<file path="config.mk">
export PLATFORM = sky130hd
export DESIGN_NAME = irq_event_agg
export DESIGN_NICKNAME = d
export VERILOG_FILES = /design/src/rtl/irq_agg_pkg.sv /design/src/rtl/irq_evt_store.sv /design/src/rtl/irq_mask_reg.sv /design/src/rtl/irq_line_drv.sv /design/src/rtl/irq_event_agg.sv
export SDC_FILE = /design/constraint.sdc
export NUM_CORES = 1
export LEC_CHECK = 0
export BUFFER_PORTS_ARGS = -buffer_cell sky130_fd_sc_hd__buf_2
export CAP_MARGIN = 0
export CORE_ASPECT_RATIO = 0.75
export CORE_MARGIN = 10
export CORE_UTILIZATION = 55
export DETAILED_ROUTE_END_ITERATION = 6
export GPL_ROUTABILITY_DRIVEN = 0
export HOLD_SLACK_MARGIN = 0.05
export PLACE_DENSITY_LB_ADDON = 0.15
export RECOVER_POWER = 100
export SLEW_MARGIN = 10
export SYNTH_ARGS = -nofsm -noshare
export SYNTH_HDL_FRONTEND = slang
export SYNTH_HIERARCHICAL = 1
export SYNTH_SLANG_ARGS = --single-unit
export TNS_END_PERCENT = 100
</file>
<file path="constraint.sdc">
create_clock -name clk -period 5 [get_ports clk]
set_clock_uncertainty 0.2 [all_clocks]
set_input_delay 1 -clock clk [delete_from_list [all_inputs] [get_ports clk]]
set_output_delay 1 -clock clk [all_outputs]
set_load 0.02 [all_outputs]
</file>
<file path="src/rtl/irq_agg_pkg.sv">
package irq_agg_pkg;
  typedef enum logic [1:0] {
    SEL_NONE  = 2'd0,
    SEL_EVENT = 2'd1,
    SEL_MASK  = 2'd2
  } reg_sel_e;
endpackage

</file>
<file path="src/rtl/irq_evt_store.sv">
module irq_evt_store #(
  parameter int DATA_W = 32,
  parameter logic [DATA_W-1:0] LIVE_VEC = '1
) (
  input  logic              clk,
  input  logic              rst,
  input  logic [DATA_W-1:0] set_i,
  input  logic              clr_en_i,
  input  logic [DATA_W-1:0] clr_i,
  output logic [DATA_W-1:0] ev_o,
  output logic [DATA_W-1:0] ev_next_o
);
  logic [DATA_W-1:0] ev_q;
  logic [DATA_W-1:0] clr_vec;

  always_comb begin
    clr_vec   = clr_en_i ? clr_i : '0;
    ev_next_o = ((ev_q & ~clr_vec) | set_i) & LIVE_VEC;
  end

  always_ff @(posedge clk) begin
    if (rst) ev_q <= '0;
    else     ev_q <= ev_next_o;
  end

  assign ev_o = ev_q;

  p_reserved_zero_r5: assert property (@(posedge clk) disable iff (rst)
    (ev_q & ~LIVE_VEC) == '0);

  p_pulse_sets_r2: assert property (@(posedge clk) disable iff (rst)
    ((set_i & LIVE_VEC) != '0) |=>
      ((ev_q & $past(set_i & LIVE_VEC)) == $past(set_i & LIVE_VEC)));

  p_hold_r2: assert property (@(posedge clk) disable iff (rst)
    !clr_en_i |=> ((ev_q & $past(ev_q)) == $past(ev_q)));

  p_clear_r3: assert property (@(posedge clk) disable iff (rst)
    (clr_en_i && set_i == '0) |=> ((ev_q & $past(clr_i)) == '0));

  p_set_wins_r4: assert property (@(posedge clk) disable iff (rst)
    (clr_en_i && (set_i & clr_i & LIVE_VEC) != '0) |=>
      ((ev_q & $past(set_i & clr_i & LIVE_VEC)) == $past(set_i & clr_i & LIVE_VEC)));
endmodule

</file>
<file path="src/rtl/irq_mask_reg.sv">
module irq_mask_reg #(
  parameter int DATA_W = 32
) (
  input  logic              clk,
  input  logic              rst,
  input  logic              wr_en_i,
  input  logic [DATA_W-1:0] wdata_i,
  output logic [DATA_W-1:0] mask_o,
  output logic [DATA_W-1:0] mask_next_o
);
  logic [DATA_W-1:0] mask_q;

  always_comb mask_next_o = wr_en_i ? wdata_i : mask_q;

  always_ff @(posedge clk) begin
    if (rst) mask_q <= '0;
    else     mask_q <= mask_next_o;
  end

  assign mask_o = mask_q;

  p_mask_store_r9: assert property (@(posedge clk) disable iff (rst)
    wr_en_i |=> (mask_q == $past(wdata_i)));
endmodule

</file>
<file path="src/rtl/irq_line_drv.sv">
module irq_line_drv #(
  parameter int DATA_W    = 32,
  parameter int NUM_LINES = 2,
  parameter logic [NUM_LINES*DATA_W-1:0] LINE_SEL = '0
) (
  input  logic                 clk,
  input  logic                 rst,
  input  logic [DATA_W-1:0]    ev_next_i,
  input  logic [DATA_W-1:0]    mask_next_i,
  output logic [NUM_LINES-1:0] irq_o
);
  logic [DATA_W-1:0] pend;

  always_comb pend = ev_next_i & mask_next_i;

  for (genvar g = 0; g < NUM_LINES; g++) begin : g_line
    logic line_q;
    always_ff @(posedge clk) begin
      if (rst) line_q <= 1'b0;
      else     line_q <= |(pend & LINE_SEL[g*DATA_W +: DATA_W]);
    end
    assign irq_o[g] = line_q;
  end
endmodule

</file>
<file path="src/rtl/irq_event_agg.sv">
module irq_event_agg
  import irq_agg_pkg::*;
#(
  parameter int DATA_W    = 32,
  parameter int ADDR_W    = 2,
  parameter int TIMER_BIT = 15,
  parameter int GROUP_LO  = 16,
  parameter int EVT_ADDR  = 0,
  parameter int MASK_ADDR = 1
) (
  input  logic              clk,
  input  logic              rst,
  input  logic [DATA_W-1:0] evt_pulse_i,
  input  logic              reg_wr_en_i,
  input  logic              reg_rd_en_i,
  input  logic [ADDR_W-1:0] reg_addr_i,
  input  logic [DATA_W-1:0] reg_wdata_i,
  output logic [DATA_W-1:0] reg_rdata_o,
  output logic              irq_mac_o,
  output logic              irq_timer_o
);
  localparam logic [DATA_W-1:0] TIMER_VEC = DATA_W'(1) << TIMER_BIT;
  localparam logic [DATA_W-1:0] GROUP_VEC = {DATA_W{1'b1}} << GROUP_LO;
  localparam logic [DATA_W-1:0] LIVE_VEC  = TIMER_VEC | GROUP_VEC;
  localparam int NUM_LINES = 2;

  reg_sel_e sel;
  logic [DATA_W-1:0] ev_q, ev_next, mask_q, mask_next, rdata_q;
  logic [NUM_LINES-1:0] irq;

  always_comb begin
    if (reg_addr_i == ADDR_W'(EVT_ADDR))       sel = SEL_EVENT;
    else if (reg_addr_i == ADDR_W'(MASK_ADDR)) sel = SEL_MASK;
    else                                       sel = SEL_NONE;
  end

  irq_evt_store #(.DATA_W(DATA_W), .LIVE_VEC(LIVE_VEC)) u_store (
    .clk(clk), .rst(rst), .set_i(evt_pulse_i),
    .clr_en_i(reg_wr_en_i && sel == SEL_EVENT), .clr_i(reg_wdata_i),
    .ev_o(ev_q), .ev_next_o(ev_next)
  );

  irq_mask_reg #(.DATA_W(DATA_W)) u_mask (
    .clk(clk), .rst(rst), .wr_en_i(reg_wr_en_i && sel == SEL_MASK),
    .wdata_i(reg_wdata_i), .mask_o(mask_q), .mask_next_o(mask_next)
  );

  irq_line_drv #(
    .DATA_W(DATA_W), .NUM_LINES(NUM_LINES),
    .LINE_SEL({TIMER_VEC, GROUP_VEC})
  ) u_lines (
    .clk(clk), .rst(rst), .ev_next_i(ev_next), .mask_next_i(mask_next),
    .irq_o(irq)
  );

  always_ff @(posedge clk) begin
    if (rst) rdata_q <= '0;
    else if (reg_rd_en_i) begin
      case (sel)
        SEL_EVENT: rdata_q <= ev_q;
        SEL_MASK:  rdata_q <= mask_q;
        default:   rdata_q <= '0;
      endcase
    end
  end

  assign reg_rdata_o = rdata_q;
  assign irq_mac_o   = irq[0];
  assign irq_timer_o = irq[1];

  p_timer_line_r6: assert property (@(posedge clk) disable iff (rst)
    irq_timer_o == (ev_q[TIMER_BIT] & mask_q[TIMER_BIT]));

  p_mac_line_r7: assert property (@(posedge clk) disable iff (rst)
    irq_mac_o == ((ev_q & mask_q & GROUP_VEC) != '0));

  p_unmapped_read_r10: assert property (@(posedge clk) disable iff (rst)
    (reg_rd_en_i && sel == SEL_NONE) |=> (reg_rdata_o == '0));
endmodule

</file>
==> results of run 1 <==
stage by stage:
step / hold WS (ns) / area (um^2) / utilization [%] / setup slack (ns)
final: 0.264 / 4250 / 62.0 / 1.14
after global placement: 0.239 / 4260 / 62.1 / 1.55
after floorplan: 0.266 / 3970 / - / 1.91
after global routing: 0.277 / 4250 / 62.0 / 0.917
after CTS: 0.266 / 4440 / 64.7 / 1.90
after detailed placement: 0.241 / 4260 / 62.1 / 1.53
final timing paths:
path | to | slack, ns | depth (start not counted)
worst max-delay path | u_lines/g_line[0].line_q | 1.14 | 9
worst min-delay path | reg_rdata_o[4] | 0.26 | 1
worst max register to register | u_lines/g_line[0].line_q | 3.28 | 5
worst min register to register | reg_rdata_o[4] | 0.26 | 1
per-layer routing:
layer | vias up | part of all wire (%) | global-route usage, %
li1 | 1376 | - | -
met1 | 1312 | 48 | 19.8
met2 | 65 | 46 | 26.4
met3 | 6 | 5.5 | 5.95
met4 | 0 | 0.78 | 3.95
met5 | - | 0 | 0
cells in the final DEF (no fill, tap or decap), types with 2 or more instances in the layout:
cell type	instances
clkinv_2	2
mux2_4	2
mux2i_1	32
inv_1	17
a22oi_1	2
nor2_1	19
nand2_1	18
mux2_1	30
buf_2	53
a311oi_1	9
clkbuf_1	39
nor2b_1	32
clkinvlp_4	2
o2bb2ai_1	32
conb_1	15
a22o_1	3
a21o_1	17
a221oi_1	3
buf_4	3
a311oi_2	8
dfxtp_1	83
clkbuf_8	11
power groups by stage:
stage                     Sequential [uW]  Clock, uW  Combinational (uW)
final                                 704        434                 162
after global routing                  708        477                 178
after CTS                             704        450                 181
after detailed placement              719          0                 180
after global placement                718          0                 177
after floorplan                       724          0                 129
registers in the layout, summed over array words and instances, names as in the netlist:
| register | count |
|---|---|
| u_mask/mask_o | 32 |
| u_store/ev_o | 17 |
| u_lines/g_line.line_q | 2 |
| reg_rdata_o | 32 |
worst max-delay path, stage by stage:
cell	delay, ns
buf_2	0.19
nor3b_1	0.23
clkbuf_1	1.28
nand2_1	0.11
a21o_1	0.25
a22o_1	0.24
a221oi_1	0.27
and3_1	0.21
a31oi_1	0.07
layout make-up:
cell class                      instances  area (um^2)  area share [%]
Clock inverter                          4         25.0           0.588
Inverter                               17         63.8            1.50
Timing Repair Buffer                   94          430            10.1
Clock buffer                           12          155            3.65
Multi-Input combinational cell        227         1800            42.2
Tap cell                               98          123            2.88
Sequential cell                        83         1660            39.1
==> flow_metrics.tcl, run 1 <==
set metrics [dict create \
    antenna_found_initial 0 \
    chipWidth_um 117 \
    cp.required_ns 5.01 \
    swShare_pct 25.7 \
    p_clk_share_pct 33.4 \
    ctsResizeCount 0 \
    drv_slew 35 \
    fmax_mhz 259 \
    routed_via_density 5.16 \
    power_uw 1300 \
    rsz0062_at_grt "false" \
    path_max_fanout 34 \
    first_global_vias 2907 \
    grt_usage_pct 16.1 \
    port_buffers 88 \
    period_needed_ns 3.86 \
    core_area_um2 6860 \
    hold_path.class "reg -> reg" \
    yosys_warnings 6 \
    comb_power_share_pct 12.4 \
    finalHoldViolations 0 \
    cp-end-kind "register" \
    dieHeight_um 93.1 \
    ios 104 \
    fillers 625 \
    peakVddDrop_mv 0.153 \
    grt_overflow 0 \
    dp.cells 519 \
    grt_max_degree 40 \
    cts_hold_buf 0 \
    htree_levels 3 \
    n_antenna_cell 0 \
    grt_pass1_wl_um 14600 \
    violations "capacitance limit, slew limit" \
    wire_per_inst_um 16.3 \
    drive_gt1_share_pct 18.5 \
    syn_area_per_cell_um2 11.1 \
    drt-initial-drc-count 97 \
    clkSinkCount 83 \
    pwr-share-seq_pct 54.2 \
    power_switching_uw 333 \
    drtAntennaViolNets 0 \
    finalSetupTns_ns 0 \
    dr.pass1.iters 4 \
    fin_nets 502 \
    syn_area_um2 3910 \
    crit_arrival_ns 3.87 \
    status "finished, violations left" \
    syn-instance-count 354 \
    setup_viol_count_final 0 \
    drc 0 \
    vias 2759 \
    cellPowerDensity_nw_per_um2 305 \
    clkLatencyLatePin_ns 0.35 \
    leakage_uw 0.00186 \
    clockBufferDepth 2 \
    min_from "reg_rdata_o[4]" \
    cap_violations 1 \
    rows 26 \
    min_period_over_period_pct 77.1 \
    crit_type "in -> reg" \
    cts-root-buf "clkbuf_8" \
    area_growth_pct 8.70 \
    dp_hpwl_um 6080 \
    drt_wl_total_um 8720 \
    startpoint "reg_addr_i[0]" \
    maxSlewHeadroom_pct -16.1 \
    floorplan.initialDensity_pct 57.0 \
    internal_power_uw 966 \
    die_area_um2 10900 \
    worstSetupStartpointType "input pin" \
    clk_pin_slew_worst_paths_ns 0.08 \
    cts_setup_buffers 0 \
    reg2reg_from "u_mask/mask_o[25]" \
    cts_buffers 9 \
    tightest_slew_ns 1.74 \
    instances_no_fill 535 \
    cts_tree "built" \
]
No activity file was read; power rests on OpenSTA's default activity.
==> run 2: changes to the inputs <==
--- a/config.mk
+++ b/config.mk
@@ -5,6 +5,7 @@
 export SDC_FILE = /design/constraint.sdc
 export NUM_CORES = 1
 export LEC_CHECK = 0
+export ABC_AREA = 1
 export BUFFER_PORTS_ARGS = -buffer_cell sky130_fd_sc_hd__buf_2
 export CAP_MARGIN = 0
 export CORE_ASPECT_RATIO = 0.75
==> constraint.sdc (replaced) <==
create_clock -name clk -period 3.88 [get_ports clk]
set_clock_uncertainty 0.2 [all_clocks]
set_input_delay 0.776 -clock clk [delete_from_list [all_inputs] [get_ports clk]]
set_output_delay 0.776 -clock clk [all_outputs]
set_load 0.02 [all_outputs]
==> flow_metrics.tcl, run 2 <==
set metrics [dict create \
    status "finished, violations left" \
    violations "capacitance limit, slew limit" \
    grt_pass1_wl_um 18100 \
    maxSlewHeadroom_pct -35.8 \
    drt-initial-drc-count 290 \
    setup_viol_count_final 0 \
    final_cell_mix "nand2_1, inv_1, dfxtp_1" \
    drc 0 \
    clkSinkCount 83 \
    worst_r2r_path_depth 10 \
    grt_usage_pct 17.4 \
    min_period_over_period_pct 79.8 \
    period_needed_ns 3.10 \
    grt_overflow 0 \
    area_growth_pct 8.34 \
    chipWidth_um 125 \
    drive_gt1_share_pct 22.1 \
    routed_via_density 4.58 \
    leakage_uw 0.00272 \
    worstReg2RegEnd "u_lines/g_line[0].line_q" \
    port_buffers 88 \
    cts-root-buf "clkbuf_8" \
    crit_type "in -> reg" \
    fin_nets 831 \
    dp_hpwl_um 7090 \
    vias 3989 \
    dieHeight_um 98.8 \
    yosys_warnings 6 \
    syn-instance-count 694 \
    clkLatencyLatePin_ns 0.36 \
    worstSetupStartpointType "input pin" \
    finalHoldViolations 0 \
    ctsResizeCount 0 \
    n_antenna_cell 0 \
    path_cells "buf_2, nand2_1, nor2_2, buf_4, clkbuf_1, nand2_1, nand2_1, inv_1, nand2_1, nand2_1, nor2_1, nand2_1, nor2_1, nor2_1" \
    cts_setup_buffers 0 \
    ios 104 \
    cp.required_ns 3.86 \
    floorplan.initialDensity_pct 56.9 \
    cts_hold_buf 0 \
    clk_pin_slew_worst_paths_ns 0.08 \
    core_area_um2 7990 \
    hold_path.class "reg -> reg" \
    syn_area_um2 4550 \
    path_max_fanout 35 \
    mostFrequentLayoutCell "nand2_1" \
    cap_violations 1 \
    reg2reg_from "u_mask/mask_o[18]" \
    drtAntennaViolNets 0 \
    critical_path.endpoint "u_lines/g_line[0].line_q" \
    startpoint "reg_addr_i[0]" \
    peakVddDrop_mv 0.252 \
    cpPeakStageDelay_ns 0.60 \
    rsz0062_at_grt "false" \
    tightest_slew_ns 2.04 \
    r2r_setup_slack_ns 2.50 \
    dr.pass1.iters 4 \
    drt_wl_total_um 10800 \
    crit_arrival_ns 3.08 \
    finalSetupTns_ns 0 \
    first_global_vias 3872 \
    slowest_stage "buf_2" \
    die_area_um2 12300 \
    cts_tree "built" \
    dp.cells 855 \
    grt_max_degree 84 \
    crit_top_cell "nand2_1" \
    drv_slew 84 \
    wire_per_inst_um 12.4 \
    cp-end-kind "register" \
    fmax_mhz 323 \
    instances_no_fill 871 \
    syn_area_per_cell_um2 6.55 \
    cellPowerDensity_nw_per_um2 384 \
    cts_buffers 9 \
    antenna_found_initial 0 \
    htree_levels 3 \
    clockBufferDepth 2 \
    rows 28 \
]
run 2: changes by cell type in the layout (fill, tap and decap cells not counted), moves of 30 or more:
cell,change
nand2_1,+161
inv_1,+114
nand3_1,+64
nand2_2,+60
nor2_1,+54
mux2i_1,-32
nor2b_1,-32
o2bb2ai_1,-32
nor2_2,+31
mux2_1,-30
run 2: critical path: cells and delay by family:
kind / cells / cell delay [ns]
buffers and inverters: 4 / 1.44
AND/OR/NAND/NOR: 10 / 0.85
run 2: per-layer routing:
layer / share of wire, % / global-route usage [%] / vias to the layer above
li1: - / - / 2116
met5: 0 / 0 / -
met1: 45 / 21.1 / 1773
met2: 47 / 28.7 / 92
met4: 0.76 / 4.68 / 0
met3: 6.6 / 6.21 / 8
run 2: worst min path at each step:
stage                             endpoint  depth (start not counted)  slack [ns]             start
after CTS                 u_store/ev_o[23]                          2        0.29  u_store/ev_o[23]
after floorplan           u_store/ev_o[21]                          2        0.26  u_store/ev_o[21]
final                     u_store/ev_o[22]                          2        0.29  u_store/ev_o[22]
after global routing      u_store/ev_o[22]                          2        0.31  u_store/ev_o[22]
after detailed placement  u_store/ev_o[22]                          2        0.27  u_store/ev_o[22]
after global placement    u_store/ev_o[24]                          2        0.26  u_store/ev_o[24]
run 2: cell type report:
type | count | area (um^2)
fillers | 826 | 3060
multi-input cells | 441 | 2000
flip-flops and latches | 83 | 1660
inverters | 133 | 502
repair buffers | 93 | 432
clock buffers | 10 | 138
well taps | 105 | 131
clock inverters | 6 | 65.1
run 2: power breakdown:
part	total [uW]	switching, uW	internal, uW
sequential	931	27.3	904
clock	637	324	313
combinational	325	215	110
run 2: stage by stage:
step           hold slack (ns)  instance area [um^2]  total power [uW]  util, %  worst slack [ns]
2_1_floorplan            0.257                  4600              1210        -              1.49
3_3_place_gp             0.264                  4860              1280     60.9             0.765
3_5_place_dp             0.271                  4860              1290     60.9             0.736
4_1_cts                  0.286                  5060              1930     63.4              1.13
5_1_grt                  0.308                  4930              2000     61.7             0.455
6_report                 0.285                  4930              1890     61.7             0.782
==> run 3: changes to the inputs <==
--- a/config.mk
+++ b/config.mk
@@ -10,7 +10,7 @@
 export CAP_MARGIN = 0
 export CORE_ASPECT_RATIO = 0.75
 export CORE_MARGIN = 10
-export CORE_UTILIZATION = 55
+export CORE_UTILIZATION = 50
 export DETAILED_ROUTE_END_ITERATION = 6
 export GPL_ROUTABILITY_DRIVEN = 0
 export HOLD_SLACK_MARGIN = 0.05
==> constraint.sdc (replaced) <==
create_clock -name clk -period 2.7 [get_ports clk]
set_clock_uncertainty 0.2 [all_clocks]
set_input_delay 0.54 -clock clk [delete_from_list [all_inputs] [get_ports clk]]
set_output_delay 0.54 -clock clk [all_outputs]
set_load 0.02 [all_outputs]
==> flow_metrics.tcl, run 3 (synthesized netlist as in run 2, its figures left out) <==
set metrics [dict create \
    rows 30 \
    maxSlewHeadroom_pct 14.7 \
    hold_path.class "in -> reg" \
    comb_power_share_pct 14.8 \
    status "finished clean" \
    wire_per_inst_um 12.5 \
    finalHoldViolations 0 \
    cap_violations 0 \
    chipWidth_um 130 \
    antenna_found_initial 0 \
    path_cells "clkbuf_1, buf_4, nor2_1, buf_4, nand2_1, nand3_1, nand2_1, inv_1" \
    leakage_uw 0.00281 \
    drtAntennaViolNets 0 \
    vias 4022 \
    ctsResizeCount 0 \
    clkSinkCount 83 \
    cellPowerDensity_nw_per_um2 628 \
    min_period_over_period_pct 82.9 \
    drc 0 \
    cp.required_ns 2.79 \
    grt_overflow 0 \
    drt-initial-drc-count 253 \
    mostFrequentLayoutCell "nand2_1" \
    dp_hpwl_um 7470 \
    path_max_fanout 14 \
    cpPeakStageDelay_ns 0.86 \
    dr.pass1.iters 5 \
    internal_power_uw 2370 \
    grt_max_degree 84 \
    fmax_mhz 447 \
    tightest_slew_ns 1.28 \
    die_area_um2 13400 \
    clockBufferDepth 2 \
    swShare_pct 26.6 \
    cts-root-buf "clkbuf_16" \
    core_area_um2 8970 \
    fin_nets 839 \
    worstSetupStartpointType "input pin" \
    period_needed_ns 2.24 \
    floorplan.initialDensity_pct 50.7 \
    slowest_stage "nor2_1" \
    postLayoutSetupSlackWorst_ns 0.462 \
    pwr-share-seq_pct 41.5 \
    pre_cts_ws_ns 0.405 \
    clk_pin_slew_worst_paths_ns 0.06 \
    cts_hold_buf 0 \
    ios 104 \
    grt_usage_pct 17.3 \
    power_switching_uw 860 \
    peakVddDrop_mv 0.384 \
    finalSetupTns_ns 0 \
    routed_via_density 4.54 \
    p_clk_share_pct 43.7 \
    first_global_vias 4088 \
    n_antenna_cell 0 \
    grt_pass1_wl_um 18600 \
    clkLatencyLatePin_ns 0.34 \
    cts_buffers 9 \
    port_buffers 88 \
    drive_gt1_share_pct 21.4 \
    fillers 892 \
    dieHeight_um 103 \
    htree_levels 3 \
    rsz0062_at_grt "false" \
    cts_tree "built" \
    setup_viol_count_final 0 \
    cp-end-kind "register" \
    crit_type "in -> reg" \
    crit_arrival_ns 2.33 \
    cts_setup_buffers 0 \
    area_growth_pct 13.0 \
    final_cell_mix "nand2_1, inv_1, dfxtp_1" \
    drv_slew 0 \
    drt_wl_total_um 11100 \
]
-- run 3: final cells by class --
class / instances / area, um^2 / share of cell area [%]
inverter: 133 / 502 / 9.76
tap: 112 / 140 / 2.73
sequential: 83 / 1660 / 32.3
multi-input combinational: 441 / 2000 / 38.8
timing repair buffer: 101 / 500 / 9.73
clock inverter: 7 / 116 / 2.26
clock buffer: 9 / 225 / 4.38
-- run 3: critical path, delay by kind of cell --
| kind | cells | cell delay, ns |
|---|---|---|
| simple gates | 4 | 1.09 |
| buf+inv | 4 | 0.70 |
-- run 3: metal layers --
metal  track usage [%]  share of wire, %
met5                 0                 0
met4              4.74              0.79
met3              6.68               7.7
met2              28.8                47
met1              20.3                45
-- run 3: metrics by stage --
| step | std cells | utilization [%] | hold slack, ns | total power, uW | instance area [um^2] |
|---|---|---|---|---|---|
| 2_1_floorplan | 708 | - | 0.257 | 1740 | 4600 |
| 3_3_place_gp | 870 | 55.2 | 0.265 | 1860 | 4950 |
| 3_5_place_dp | 870 | 55.2 | 0.272 | 1870 | 4950 |
| 4_1_cts | 886 | 59.0 | 0.247 | 3290 | 5300 |
| 5_1_grt | 886 | 57.3 | 0.261 | 3390 | 5140 |
| 6_report | 886 | 57.3 | 0.259 | 3230 | 5140 |
-- run 3: path summary, 6_finish.rpt --
path	endpoint	slack [ns]	cells after the start	start
setup / recovery	reg_rdata_o[16]	0.46	8	reg_addr_i[0]
hold / removal	u_store/ev_o[19]	0.26	3	evt_pulse_i[19]
setup reg to reg	u_lines/g_line[0].line_q	1.32	10	u_mask/mask_o[18]
hold reg to reg	u_store/ev_o[26]	0.28	2	u_store/ev_o[26]
-- run 3: power by group through the flow --
stage | logic, uW | registers [uW] | clock network, uW
2_1_floorplan | 348 | 1400 | 0
3_3_place_gp | 497 | 1360 | 0
3_5_place_dp | 505 | 1370 | 0
4_1_cts | 509 | 1340 | 1440
5_1_grt | 550 | 1350 | 1490
6_report | 479 | 1340 | 1410
